`config.mk`:
```
export PLATFORM = sky130hd
export DESIGN_NAME = rx_src_select
export DESIGN_NICKNAME = d
export VERILOG_FILES = /design/src/rtl/rx_src_pkg.sv /design/src/rtl/rx_src_requant.sv /design/src/rtl/rx_src_ctrl.sv /design/src/rtl/rx_src_dp.sv /design/src/rtl/rx_src_select.sv
export SDC_FILE = /design/constraint.sdc
export NUM_CORES = 1
export LEC_CHECK = 0
export ABC_AREA = 1
export BUFFER_PORTS_ARGS = -buffer_cell sky130_fd_sc_hd__buf_2
export CAP_MARGIN = 15
export CORE_AREA = 2 2 232 234
export DETAILED_ROUTE_END_ITERATION = 10
export DIE_AREA = 0 0 234 236
export MAX_ROUTING_LAYER = met4
export PLACE_DENSITY_LB_ADDON = 0.2
export SLEW_MARGIN = 20
export SYNTH_ARGS = -nofsm -noshare
export SYNTH_HDL_FRONTEND = slang
export SYNTH_SLANG_ARGS = --single-unit
```
`constraint.sdc`:
```
create_clock -name clk -period 2.8 [get_ports clk]
set_input_delay 0.56 -clock clk [delete_from_list [all_inputs] [get_ports clk]]
set_output_delay 0.56 -clock clk [all_outputs]
set_load 0.01 [all_outputs]
```
`src/rtl/rx_src_pkg.sv`:
```
package rx_src_pkg;

  typedef enum logic [1:0] {
    SRC_CHAN = 2'd0,
    SRC_BYP  = 2'd1,
    SRC_CNT  = 2'd2,
    SRC_NONE = 2'd3
  } srcMode_e;

  // strobes from control to datapath
  typedef struct packed {
    logic     take;   // selected source presents a beat this cycle
    srcMode_e sel;    // source that owns the beat
  } dpCtrl_t;

endpackage

```
`src/rtl/rx_src_requant.sv`:
```
// One component: signed IN_W/IN_FRAC -> signed OUT_W/OUT_FRAC,
// round half up, then clamp to the output range.
module rx_src_requant #(
  parameter int IN_W     = 25,
  parameter int IN_FRAC  = 23,
  parameter int OUT_W    = 16,
  parameter int OUT_FRAC = 15
) (
  input  logic signed [IN_W-1:0]  din,
  output logic signed [OUT_W-1:0] dout
);
  localparam int SHIFT = IN_FRAC - OUT_FRAC;
  localparam int SUM_W = IN_W + 1;

  generate
    if (SHIFT > 0) begin : g_round
      localparam logic signed [SUM_W-1:0] HALF = SUM_W'(1) <<< (SHIFT - 1);
      localparam logic signed [SUM_W-1:0] MAXV = SUM_W'((64'sd1 <<< (OUT_W - 1)) - 1);
      localparam logic signed [SUM_W-1:0] MINV = -(SUM_W'(64'sd1 <<< (OUT_W - 1)));
      logic signed [SUM_W-1:0] biased;
      logic signed [SUM_W-1:0] rounded;
      always_comb begin
        biased  = {din[IN_W-1], din} + HALF;
        rounded = biased >>> SHIFT;
        if (rounded > MAXV)      dout = {1'b0, {(OUT_W-1){1'b1}}};
        else if (rounded < MINV) dout = {1'b1, {(OUT_W-1){1'b0}}};
        else                     dout = rounded[OUT_W-1:0];
      end
    end else begin : g_direct
      assign dout = din[OUT_W-1:0];
    end
  endgenerate

endmodule

```
`src/rtl/rx_src_ctrl.sv`:
```
module rx_src_ctrl
  import rx_src_pkg::*;
(
  input  logic       clk,
  input  logic       rstN,
  input  logic [1:0] modeSel,
  input  logic       chanValid,
  input  logic       bypValid,
  input  logic       cntValid,
  output dpCtrl_t    dpCtrl,
  output srcMode_e   curMode,
  output logic       outValid
);
  logic selValid;

  always_comb begin
    unique case (curMode)
      SRC_CHAN: selValid = chanValid;
      SRC_BYP:  selValid = bypValid;
      SRC_CNT:  selValid = cntValid;
      default:  selValid = 1'b0;
    endcase
  end

  always_ff @(posedge clk) begin
    if (!rstN) begin
      curMode  <= SRC_CHAN;
      outValid <= 1'b0;
    end else begin
      outValid <= selValid;
      // mode only moves in a gap of the current source
      if (!selValid) curMode <= srcMode_e'(modeSel);
    end
  end

  always_comb begin
    dpCtrl.take = selValid;
    dpCtrl.sel  = curMode;
  end

endmodule

```
`src/rtl/rx_src_dp.sv`:
```
module rx_src_dp
  import rx_src_pkg::*;
#(
  parameter int LANES    = 4,
  parameter int IN_W     = 25,
  parameter int IN_FRAC  = 23,
  parameter int OUT_W    = 16,
  parameter int OUT_FRAC = 15,
  localparam int CH_W    = LANES * 2 * IN_W,
  localparam int BUS_W   = LANES * 2 * OUT_W
) (
  input  logic             clk,
  input  logic             rstN,
  input  dpCtrl_t          dpCtrl,
  input  logic [CH_W-1:0]  chanData,
  input  logic [BUS_W-1:0] bypData,
  input  logic [BUS_W-1:0] cntData,
  output logic [BUS_W-1:0] outData
);
  localparam int NCOMP = LANES * 2;

  logic [BUS_W-1:0] chanQ;
  logic [BUS_W-1:0] muxed;

  // component c: lane c/2, c even = real, odd = imaginary
  for (genvar c = 0; c < NCOMP; c++) begin : g_comp
    logic signed [OUT_W-1:0] q;
    rx_src_requant #(
      .IN_W(IN_W), .IN_FRAC(IN_FRAC), .OUT_W(OUT_W), .OUT_FRAC(OUT_FRAC)
    ) requantI (
      .din (chanData[c*IN_W +: IN_W]),
      .dout(q)
    );
    assign chanQ[c*OUT_W +: OUT_W] = q;
  end

  always_comb begin
    unique case (dpCtrl.sel)
      SRC_CHAN: muxed = chanQ;
      SRC_BYP:  muxed = bypData;
      SRC_CNT:  muxed = cntData;
      default:  muxed = '0;
    endcase
  end

  always_ff @(posedge clk) begin
    if (!rstN)            outData <= '0;
    else if (dpCtrl.take) outData <= muxed;
  end

endmodule

```
`src/rtl/rx_src_select.sv`:
```
module rx_src_select
  import rx_src_pkg::*;
#(
  parameter int LANES    = 4,
  parameter int IN_W     = 25,
  parameter int IN_FRAC  = 23,
  parameter int OUT_W    = 16,
  parameter int OUT_FRAC = 15,
  localparam int CH_W    = LANES * 2 * IN_W,
  localparam int BUS_W   = LANES * 2 * OUT_W
) (
  input  logic             clk,
  input  logic             rstN,
  input  logic [1:0]       modeSel,
  input  logic             chanValid,
  input  logic [CH_W-1:0]  chanData,
  input  logic             bypValid,
  input  logic [BUS_W-1:0] bypData,
  input  logic             cntValid,
  input  logic [BUS_W-1:0] cntData,
  output logic             outValid,
  output logic [BUS_W-1:0] outData
);
  dpCtrl_t  dpCtrl;
  srcMode_e curMode;

  rx_src_ctrl ctrlI (
    .clk      (clk),
    .rstN     (rstN),
    .modeSel  (modeSel),
    .chanValid(chanValid),
    .bypValid (bypValid),
    .cntValid (cntValid),
    .dpCtrl   (dpCtrl),
    .curMode  (curMode),
    .outValid (outValid)
  );

  rx_src_dp #(
    .LANES(LANES), .IN_W(IN_W), .IN_FRAC(IN_FRAC), .OUT_W(OUT_W), .OUT_FRAC(OUT_FRAC)
  ) dpI (
    .clk     (clk),
    .rstN    (rstN),
    .dpCtrl  (dpCtrl),
    .chanData(chanData),
    .bypData (bypData),
    .cntData (cntData),
    .outData (outData)
  );

endmodule

```
# Word-level counts from Yosys, hierarchy flattened
# Index checks and enable logic that the tools add are counted.
# word_totals
register_bits,131
# classes
n_eq_ne,2
addsub,8
n_reduce_logical,1
magnitude_cmp,16
mux,18
# op_table
operator,count
$pmux 128 s3,1
$mux 16,16
$add 25x9->26 const B,8
$gt 18x16->1 const B,8
$lt 18x16->1 const B,8
$pmux 1 s3,1
$eq 2x1->1 const B,1
$eq 2x2->1 const B,1
$logic_not 2->1,1

# Logic depth before layout (Yosys ltp)
# Gate-level depths: netlist (run 1).
# depth
word_depth,5
mapped_depth,14

# By module
# From an unflattened synthesis (run 1), not the netlist that was laid out.
# hier_totals
cells_unflattened,2140
area_unflattened_um2,13097.6
# by_module_without_submodules
mod,n_inst,area_each_um2,cells_each
rx_src_dp,1,7181.9,1141
rx_src_requant,8,716.9,122
rx_src_ctrl,1,180.2,23

# Worst setup path after synthesis (run 1)
# No wires, ideal clock.
# synth_timing
kind,in2reg
start,input chanData[32]
end,register dpI.outData[17]
t_arrival_ps,1828
path_buffers,1
path_stages,12
path_slack_ps,854
setup_ps,119
path_cell_list,ha_1 > nand2_2 > nor2_4 > nand2_2 > nor2_2 > a21oi_1 > inv_1 > nand3_1 > nand2_2 > buf_6 > nor2_2 > nor2_2
# synth_between
elab_chain_cells,5
# synth_rtl
item,line_no,text
from (decl),rx_src_select.sv:16,"input logic [CH_W-1:0] chanData,"
$add 25x9->26 (*),rx_src_requant.sv:23,"biased = {din[IN_W-1], din} + HALF;"
$lt 18x16->1,rx_src_requant.sv:26,"else if (rounded < MINV) dout = {1'b1, {(OUT_W-1){1'b0}}};"
$mux 16,rx_src_requant.sv:26,
$mux 16 (*),rx_src_requant.sv:25,"if (rounded > MAXV) dout = {1'b0, {(OUT_W-1){1'b1}}};"
$pmux 128 s3 (*),rx_src_dp.sv:38,unique case (dpCtrl.sel)
to (signal assigned),rx_src_dp.sv:48,else if (dpCtrl.take) outData <= muxed;
to (decl),rx_src_dp.sv:18,output logic [BUS_W-1:0] outData
# Mark *: on every way between the ends. The rest lies on a longest branch, timed or not.
# A chain may end at the register's enable or synchronous reset.

# Final worst setup path (run 1)
# layout_timing
start,register ctrlI.curMode[1]
end,register dpI.outData[2]
# layout_between
elab_chain_cells,2
# layout_rtl
item,line_no,text
from (decl),rx_src_ctrl.sv:11,"output srcMode_e curMode,"
from (signal assigned),rx_src_ctrl.sv:32,if (!selValid) curMode <= srcMode_e'(modeSel);
$eq 2x2->1 (tied with other cells),"rx_src_ctrl.sv:17, rx_src_dp.sv:38",
$pmux 128 s3 or $pmux 1 s3 (tied branches),"rx_src_dp.sv:38, rx_src_ctrl.sv:17",
# Parallel ways exist; a longest one is shown, timed or not.

==> results of run 1 <==
-- worst reg2reg max path: stages, from the launching register on --
cell	delay, ns
dfxtp_1	0.35
inv_4	0.30
nand3_1	0.23
nand3_4	0.27
buf_12	0.26
nand2_1	0.39
nor2_1	0.20
nor2_1	0.05
-- cell type report --
type | instances | area share (%)
Multi-Input combinational cell | 1575 | 49.98
Timing Repair Buffer | 553 | 18.52
Sequential cell | 131 | 16.90
Tap cell | 696 | 5.605
Inverter | 215 | 5.210
Clock buffer | 22 | 3.052
Clock inverter | 9 | 0.5154
Antenna cell | 13 | 0.2094
-- logic make-up (layout without fill, tap and decap cells) --
group                    after synthesis  after routing  synth area share, %
other                                  0             13                    0
buffers and inverters                318            799                11.12
AO/OA/AOI/OAI                        222            222                10.69
flip-flops                           131            131                22.47
AND/OR/NAND/NOR                     1241           1241                47.06
XOR/XNOR                             104            104                7.805
adder cells (fa/ha/maj)                8              8               0.8577
-- routing by layer --
layer / part of all wire, % / track usage (%)
met5: 0 / -
met4: 1.9 / 5.562
met3: 6.6 / 4.739
met2: 50 / 32.37
met1: 42 / 20.84
-- cells in the final DEF, fill, tap and decap left out, types with 10 or more instances in the layout --
cell type,synthesis,final
nand2_1,593,593
buf_2,20,534
nand3_1,284,284
nor2_1,223,222
inv_1,211,210
o21ai_0,130,130
dfxtp_1,131,130
xor2_1,65,65
nor2_2,54,54
a21oi_1,48,48
xnor2_1,39,39
nand2_2,29,29
clkbuf_16,0,17
nor2_4,13,14
nand4_1,14,14
buf_4,11,14
diode_2,0,13
o21ai_1,12,12
o21bai_2,10,10
-- power by group through the flow --
stage	sequential [mW]	combinational, mW	clock [mW]
after CTS	2.28	2.67	2.32
final	2.28	2.62	2.21
after global placement	2.31	2.64	0
after global routing	2.31	2.92	2.39
after floorplan	2.42	1.38	0
after detailed placement	2.31	2.66	0
-- sequential cells by signal, summed over array words and instances (netlist names) --
register,flops
ctrlI.curMode,2
dpI.outData,128
ctrlI.outValid,1
-- how the worst min path moves through the flow --
stage	to	slack, ns	cells past startpoint
after floorplan	dpI.outData[31]	0.54	2
after global placement	dpI.outData[106]	0.50	2
after detailed placement	dpI.outData[74]	0.50	2
after CTS	ctrlI.curMode[0]	0.29	3
after global routing	ctrlI.curMode[0]	0.31	3
final	ctrlI.curMode[0]	0.33	3
-- through the flow --
stage,worst slack [ns],cell area (um^2),power [mW]
detailed placement,0.3354,14950,4.972
global placement,0.3898,14950,4.953
finish,0.6304,15540,7.107
floorplan,0.8537,11670,3.807
CTS,0.5783,15500,7.268
global route,0.4385,15540,7.616
==> metrics.cfg, run 1 <==
[outcome]
outcome = finished, final reports clean

[yosys]
avgSynthCellArea_um2 = 5.766
yosysMostFrequentCell = nand2_1
synthArstFlopShare_pct = 0
synth.area.top_cells = dfxtp_1 22%, nand2_1 19%, nand3_1 12%
ys_top_cells_by_count = 593 x nand2_1, 284 x nand3_1, 223 x nor2_1
yosys.area.top_type_share_pct = 22.47
ys_ff_latch = 131
netlist_area_mm2 = 0.01167
ys_seq_area_share_pct = 22.47
synth-main-ff-cell = dfxtp_1
synth_cells = 2024
synth_enable_flop_cells = 0
ys_types = 37
ys_warn_count = 0
syn_nets = 2495
synth.largest_area_cell = dfxtp_1

[critical_path]
r2r-end = dpI.outData[2]
cp.arrival_ns = 2.53
critPathMaxStageDelay_ns = 0.35
crit_chain = inv_4 > nand3_1 > nand3_4 > buf_12 > nand2_1 > nor2_1 > nor2_1
path_max_fanout = 57
cp_slowest_cell = dfxtp_1
r2r_start = ctrlI.curMode[1]
setup.worst_path.start = ctrlI.curMode[1]
required_ns = 3.16
crit_family = simple AND/OR/NAND/NOR gates
rrSetupSlack_ns = 0.63
reg2regPathDepth = 7
startpoint_type = register
path_class = register to register
endpoint_kind = register
crit_end = dpI.outData[2]
cp.depth = 7
worst_path_most_repeated_cell = nor2_1
path_buf_inv = 2

[grt]
grt_remaining_overflow = 0
grt_pass1_vias = 13852
gr-usage-all-layers_pct = 18.65
grt_max_degree = 129
antenna_found_initial = 14
grt_pass1_wl_um = 76650

[placed_design]
gp_congestion = 0.8735
port_buffers = 535
hpwl_um = 40950
dpl.cell_count = 3170

[cells_and_area]
final_nets = 2964
layout-drive-gt1-share_pct = 28.54
final_cells = 3214
fin_util_pct = 29.28
seq_area_mm2 = 0.002626
multiInputGateArea_mm2 = 0.007766
syn2layout_area_growth_pct = 33.13
num-fill-cells = 6091

[floorplan]
die_x_um = 234
die_y_um = 236
ioPinCount = 592
dieArea_mm2 = 0.05522
rows = 85
core_mm2 = 0.05307
initial_utilization_pct = 21.99

[cts]
cts_sinks = 131
cts_resized = 0
clkLatencyLatePin_ns = 0.47
cts_root_buf = clkbuf_16
cts_hold_buf = 0
clockBufferDepth = 2
htreeDepth = 4
cts_made_buffers = 17
post_cts_buffers = 0
clkTransAtPathRegs_ns = 0.06
cts_tree = built

[run]
cap_violations = 0

[drt]
drt-total-wl_um = 51210
drt_iter0_markers = 660
wire_per_inst_um = 15.93
viasPerCell = 4.453
first_pass_iters = 6
dr_total_vias = 14313
ant_nets = 0
drc = 0

[power_and_ir_drop]
pwr-share-clk_pct = 31.1
power.leakage_nw = 8.076
power.switching_mw = 2.737
swShare_pct = 38.51
ir_drop_mv = 0.4469
pwr-share-seq_pct = 32.1
intPower_mw = 4.370
powerDensity_mw_per_mm2 = 457.4
pwr-share-comb_pct = 36.8

[sta]
relSlewSlack_pct = 41.45
tightest_slew_ns = 0.8783
fin_tns_setup_ns = 0
hold_viol = 0
min_period_ns = 2.170
finalSetupViolations = 0
fin_worst_skew_ns = 0.007721
final_max_slew_viol_count = 0
whs_ns = 0.3290
clock.fmax_mhz = 460.9
rsz0062_at_grt = no
min_period_over_period_pct = 77.49

[worst_hold_path]
hp-class = input port to register
min_from = modeSel[0]

No activity file was read; power rests on OpenSTA's default activity.
==> inputs of run 2 (changes only) <==
Clock period 2.8 ns to 2.07 ns, I/O delays scaled along.
==> run 2 against run 1 <==
  * Register-to-register slack got worse by 0.41 ns
  * Via count increased by 0.89%
  * Global-route usage increased by 0.32 points
  * Sequential power increased by 35%
  * Flip-flop and latch count unchanged
  * Sequential share of layout area decreased by 0.53 points
  * Worst setup slack got worse by 0.41 ns
  * Clock power increased by 38%
  * Count of clock-buffer cells in the layout increased by 2
  * Critical path depth increased by 2
  * Die area unchanged
==> metrics.cfg, run 2 (synthesis gave the netlist of run 1 again) <==
[outcome]
outcome = finished, final reports clean

[cts]
clockBufferDepth = 2
cts_tree = built
clkLatencyLatePin_ns = 0.48
clkTransAtPathRegs_ns = 0.06
cts_root_buf = clkbuf_16
cts_made_buffers = 17
htreeDepth = 4
cts_sinks = 131

[drt]
drt_iter0_markers = 668
drc = 0
dr_total_vias = 14441
wl_met3_um = 3263
wl_met2_um = 24990
first_pass_iters = 5
viasPerCell = 4.437
wire_per_inst_um = 15.77
ant_nets = 0
drt-total-wl_um = 51330
top_layer_used = met4
wl_met1_um = 21680

[sta]
min_period_ns = 1.852
rsz0062_at_grt = no
hold_viol = 0
tightest_slew_ns = 0.6795
finalSetupViolations = 0
final_max_slew_viol_count = 0
worst_slack_ns = 0.2185
min_period_over_period_pct = 89.45
fin_tns_setup_ns = 0
fin_worst_skew_ns = 0.007511
clock.fmax_mhz = 540.1
relSlewSlack_pct = 54.70

[floorplan]
die_y_um = 236
rows = 85
die_x_um = 234
dieArea_mm2 = 0.05522
core_mm2 = 0.05307
ioPinCount = 592
initial_utilization_pct = 21.99

[critical_path]
startpoint_type = register
path_max_fanout = 44
path_class = register to register
rrSetupSlack_ns = 0.22
cp.arrival_ns = 2.22
endpoint_kind = register
required_ns = 2.43

[cells_and_area]
final_common_cell = nand2_1
layout-drive-gt1-share_pct = 29.83
fin_util_pct = 30.22
syn2layout_area_growth_pct = 37.42
top_regs = dpI.outData x128, ctrlI.curMode x2, ctrlI.outValid x1
final_cell_mix = 591 x nand2_1, 534 x buf_2, 284 x nand3_1
top_register = dpI.outData
largest_register_ffs = 128
final_nets = 3010

[run]
cap_violations = 0

[placed_design]
place_ws_ns = -0.1359
gp_congestion = 0.8874
port_buffers = 535
hpwl_um = 41190

[grt]
grt_remaining_overflow = 0
grt_max_degree = 129
gr-usage-all-layers_pct = 18.96
antenna_found_initial = 12
grt_pass1_wl_um = 77760
grt_pass1_vias = 14135

[power_and_ir_drop]
power.leakage_nw = 8.362
ir_drop_mv = 0.6772
powerDensity_mw_per_mm2 = 613.4

[worst_hold_path]
hp-class = input port to register

-- run 2: cell types whose count changed in the layout (fill, tap and decap cells not counted) --
cell | before | now
clkbuf_16 | 17 | 18
nand2_1 | 593 | 591
clkinv_2 | 4 | 2
clkinv_4 | 1 | 0
clkinvlp_4 | 2 | 1
clkbuf_8 | 3 | 4
diode_2 | 13 | 11
buf_12 | 5 | 17
nand2_2 | 29 | 31
buf_4 | 14 | 48
inv_4 | 2 | 1
-- run 2: cell type report --
cell class	count	area [um^2]
Fill cell	6083	37030
Multi-Input combinational cell	1575	7771
Timing Repair Buffer	599	3373
Sequential cell	131	2626
Tap cell	696	870.8
Inverter	215	809.5
Clock buffer	24	513.0
Clock inverter	4	47.55
Antenna cell	11	27.53
-- run 2: through the flow --
stage	area (um^2)	cells	hold slack [ns]	total power [mW]
final	16040	3255	0.1769	9.838
after global routing	16040	3255	0.1554	10.56
after CTS	16010	3244	0.1170	10.07
after detailed placement	15450	3216	0.5066	6.876
after global placement	15450	3216	0.5028	6.848
after floorplan	11670	2024	0.5403	5.149
-- run 2: path summary, 6_finish.rpt --
kind,start,end,depth (start not counted)
worst max register to register,ctrlI.curMode[1],dpI.outData[64],9
worst min register to register,dpI.outData[6],dpI.outData[6],2
worst min-delay path,modeSel[0],ctrlI.curMode[0],3
worst max-delay path,ctrlI.curMode[1],dpI.outData[64],9
-- run 2: report_power, final --
| part | switching, mW | total [mW] | internal, mW |
|---|---|---|---|
| logic | 2.29 | 3.70 | 1.41 |
| registers | 0.184 | 3.08 | 2.89 |
| clock network | 1.25 | 3.06 | 1.81 |
-- run 2: layer usage --
metal  vias to the layer above  GRT usage [%]
met5                         -              -
met4                         0          7.326
met3                        64          4.993
met2                       377          32.15
met1                      6568          21.08
li1                       7432              -
-- run 2: worst max-delay path: stages (launching register included) --
cell and delay, ns:
dfxtp_1 0.41, inv_4 0.12, nor2_4 0.13, nand2_1 0.12, nand3_4 0.16, buf_12 0.24, buf_4 0.24, nand3_1 0.14
inv_1 0.08, a21oi_1 0.06
-- run 2: what timing repair did --
action,CTS,global route
resized for setup,0,2
buffers inserted,0,0
hold buffers,0,0
endpoints found under the setup margin,0,11
==> inputs of run 3 (changes only) <==
Settings changed: CELL_PAD_IN_SITES_DETAIL_PLACEMENT set to 0, CELL_PAD_IN_SITES_GLOBAL_PLACEMENT set to 1.
==> run 3 against run 2 <==
  * Non-clock buffer count unchanged
  * Final cell count is 0.49% higher
  * Count of clock-buffer cells in the layout is 7 lower
  * Global-route usage grew 0.70 points
  * Combinational power hardly changed
  * Routed wire length grew 3.8%
  * First-iteration DRC count shrank 10%
  * Cell area increased by 0.21%
  * Flip-flop and latch count is the same
  * Sequential power hardly changed
  * Highest routed layer unchanged
==> metrics.cfg, run 3 (synthesis gave the netlist of run 1 again) <==
[drt]
first_pass_iters = 5
viasPerCell = 4.362
drc = 0
wire_per_inst_um = 16.28
drt-total-wl_um = 53270
dr_total_vias = 14268
ant_nets = 0
drt_iter0_markers = 598

[critical_path]
path_buf_inv = 3
required_ns = 2.47
cp_slowest_cell = buf_4
path_class = register to register
crit_family = buffers and inverters
cp.arrival_ns = 2.24
path_max_fanout = 64
startpoint_type = register
endpoint_kind = register
critPathMaxStageDelay_ns = 0.52
crit_chain = inv_4 > buf_4 > nand3_1 > nand2_1 > inv_1 > nand2_1 > nor2_1 > nor2_1

[floorplan]
ioPinCount = 592
rows = 85
die_x_um = 234
initial_utilization_pct = 21.99
die_y_um = 236
dieArea_mm2 = 0.05522
core_mm2 = 0.05307

[power_and_ir_drop]
ir_drop_mv = 0.5955
powerDensity_mw_per_mm2 = 626.4
power.leakage_nw = 8.361
fin_total_pwr_mw = 10.07

[placed_design]
place_area_mm2 = 0.01540
hpwl_um = 43410
dpl.cell_count = 3216
gp_congestion = 0.9016
port_buffers = 535
place_ws_ns = -0.04194

[outcome]
outcome = finished, final reports clean

[sta]
rsz0062_at_grt = no
worst_slack_ns = 0.2388
fin_tns_setup_ns = 0
clock.fmax_mhz = 546.1
min_period_ns = 1.831
fin_worst_skew_ns = 0.01152
tightest_slew_ns = 0.7366
relSlewSlack_pct = 50.89
min_period_over_period_pct = 88.46
hold_viol = 0
final_max_slew_viol_count = 0
finalSetupViolations = 0

[grt]
grt_remaining_overflow = 0
grt_pass1_vias = 14210
grt_max_degree = 73
antenna_found_initial = 23
gr-usage-all-layers_pct = 19.67
grt_pass1_wl_um = 80630

[cts]
clkTransAtPathRegs_ns = 0.07
cts_sinks = 131
cts_made_buffers = 17
cts_resized = 0
cts_hold_buf = 0
cts_root_buf = clkbuf_16
clockBufferDepth = 2
htreeDepth = 4
cts_tree = built
clkLatencyLatePin_ns = 0.47
post_cts_buffers = 0

[cells_and_area]
final_nets = 3010
top_regs = dpI.outData x128, ctrlI.curMode x2, ctrlI.outValid x1
final_common_cell = nand2_1
syn2layout_area_growth_pct = 37.71
final_area_mm2 = 0.01607
final_cells = 3271
layout-drive-gt1-share_pct = 29.95
largest_register_ffs = 128
top_register = dpI.outData
final_cell_mix = 592 x nand2_1, 534 x buf_2, 284 x nand3_1

[run]
cap_violations = 0

[worst_hold_path]
hp-class = input port to register

run 3: layout make-up:
cell class / instances / area (um^2)
fill: 6154 / 37000
tap: 696 / 870.8
clock buffer: 17 / 425.4
sequential: 131 / 2626
multi-input combinational: 1575 / 7769
clock inverter: 14 / 188.9
inverter: 215 / 809.5
timing repair buffer: 599 / 3323
antenna: 24 / 60.06
run 3: report_power, final:
group	internal [mW]	total [mW]	switching [mW]	leakage, nW
Combinational	1.39	3.68	2.29	6.98
Sequential	2.89	3.08	0.187	1.09
Clock	2.00	3.31	1.31	0.295
Total	6.28	10.1	3.79	8.36
run 3: metal layers:
layer | wire length (um) | part of all wire, % | track usage [%] | vias up
met5 | 0 | 0 | - | -
met2 | 26430 | 50 | 33.63 | 357
met4 | 561 | 1.1 | 5.351 | 0
met1 | 22580 | 42 | 22.09 | 6425
met3 | 3697 | 6.9 | 5.839 | 30
li1 | - | - | - | 7456
run 3: stage by stage:
stage	hold WS [ns]	utilization (%)
6_report	0.1845	30.29
5_1_grt	0.1639	30.28
4_1_cts	0.1321	30.17
3_5_place_dp	0.5081	29.01
3_3_place_gp	0.5037	29.01
2_1_floorplan	0.5403	-
run 3: worst reg2reg max path: cells and delay by family, from the launching register on:
kind / cells / cell delay [ns]
simple gates: 5 / 0.73
buf+inv: 3 / 0.68
flops: 1 / 0.36
run 3: path summary, 6_finish.rpt:
check	start	endpoint	slack, ns	depth (start not counted)
max	ctrlI.curMode[1]	dpI.outData[35]	0.24	8
min	modeSel[1]	ctrlI.curMode[1]	0.18	3
max reg2reg	ctrlI.curMode[1]	dpI.outData[35]	0.24	8
min reg2reg	dpI.outData[72]	dpI.outData[72]	0.52	2
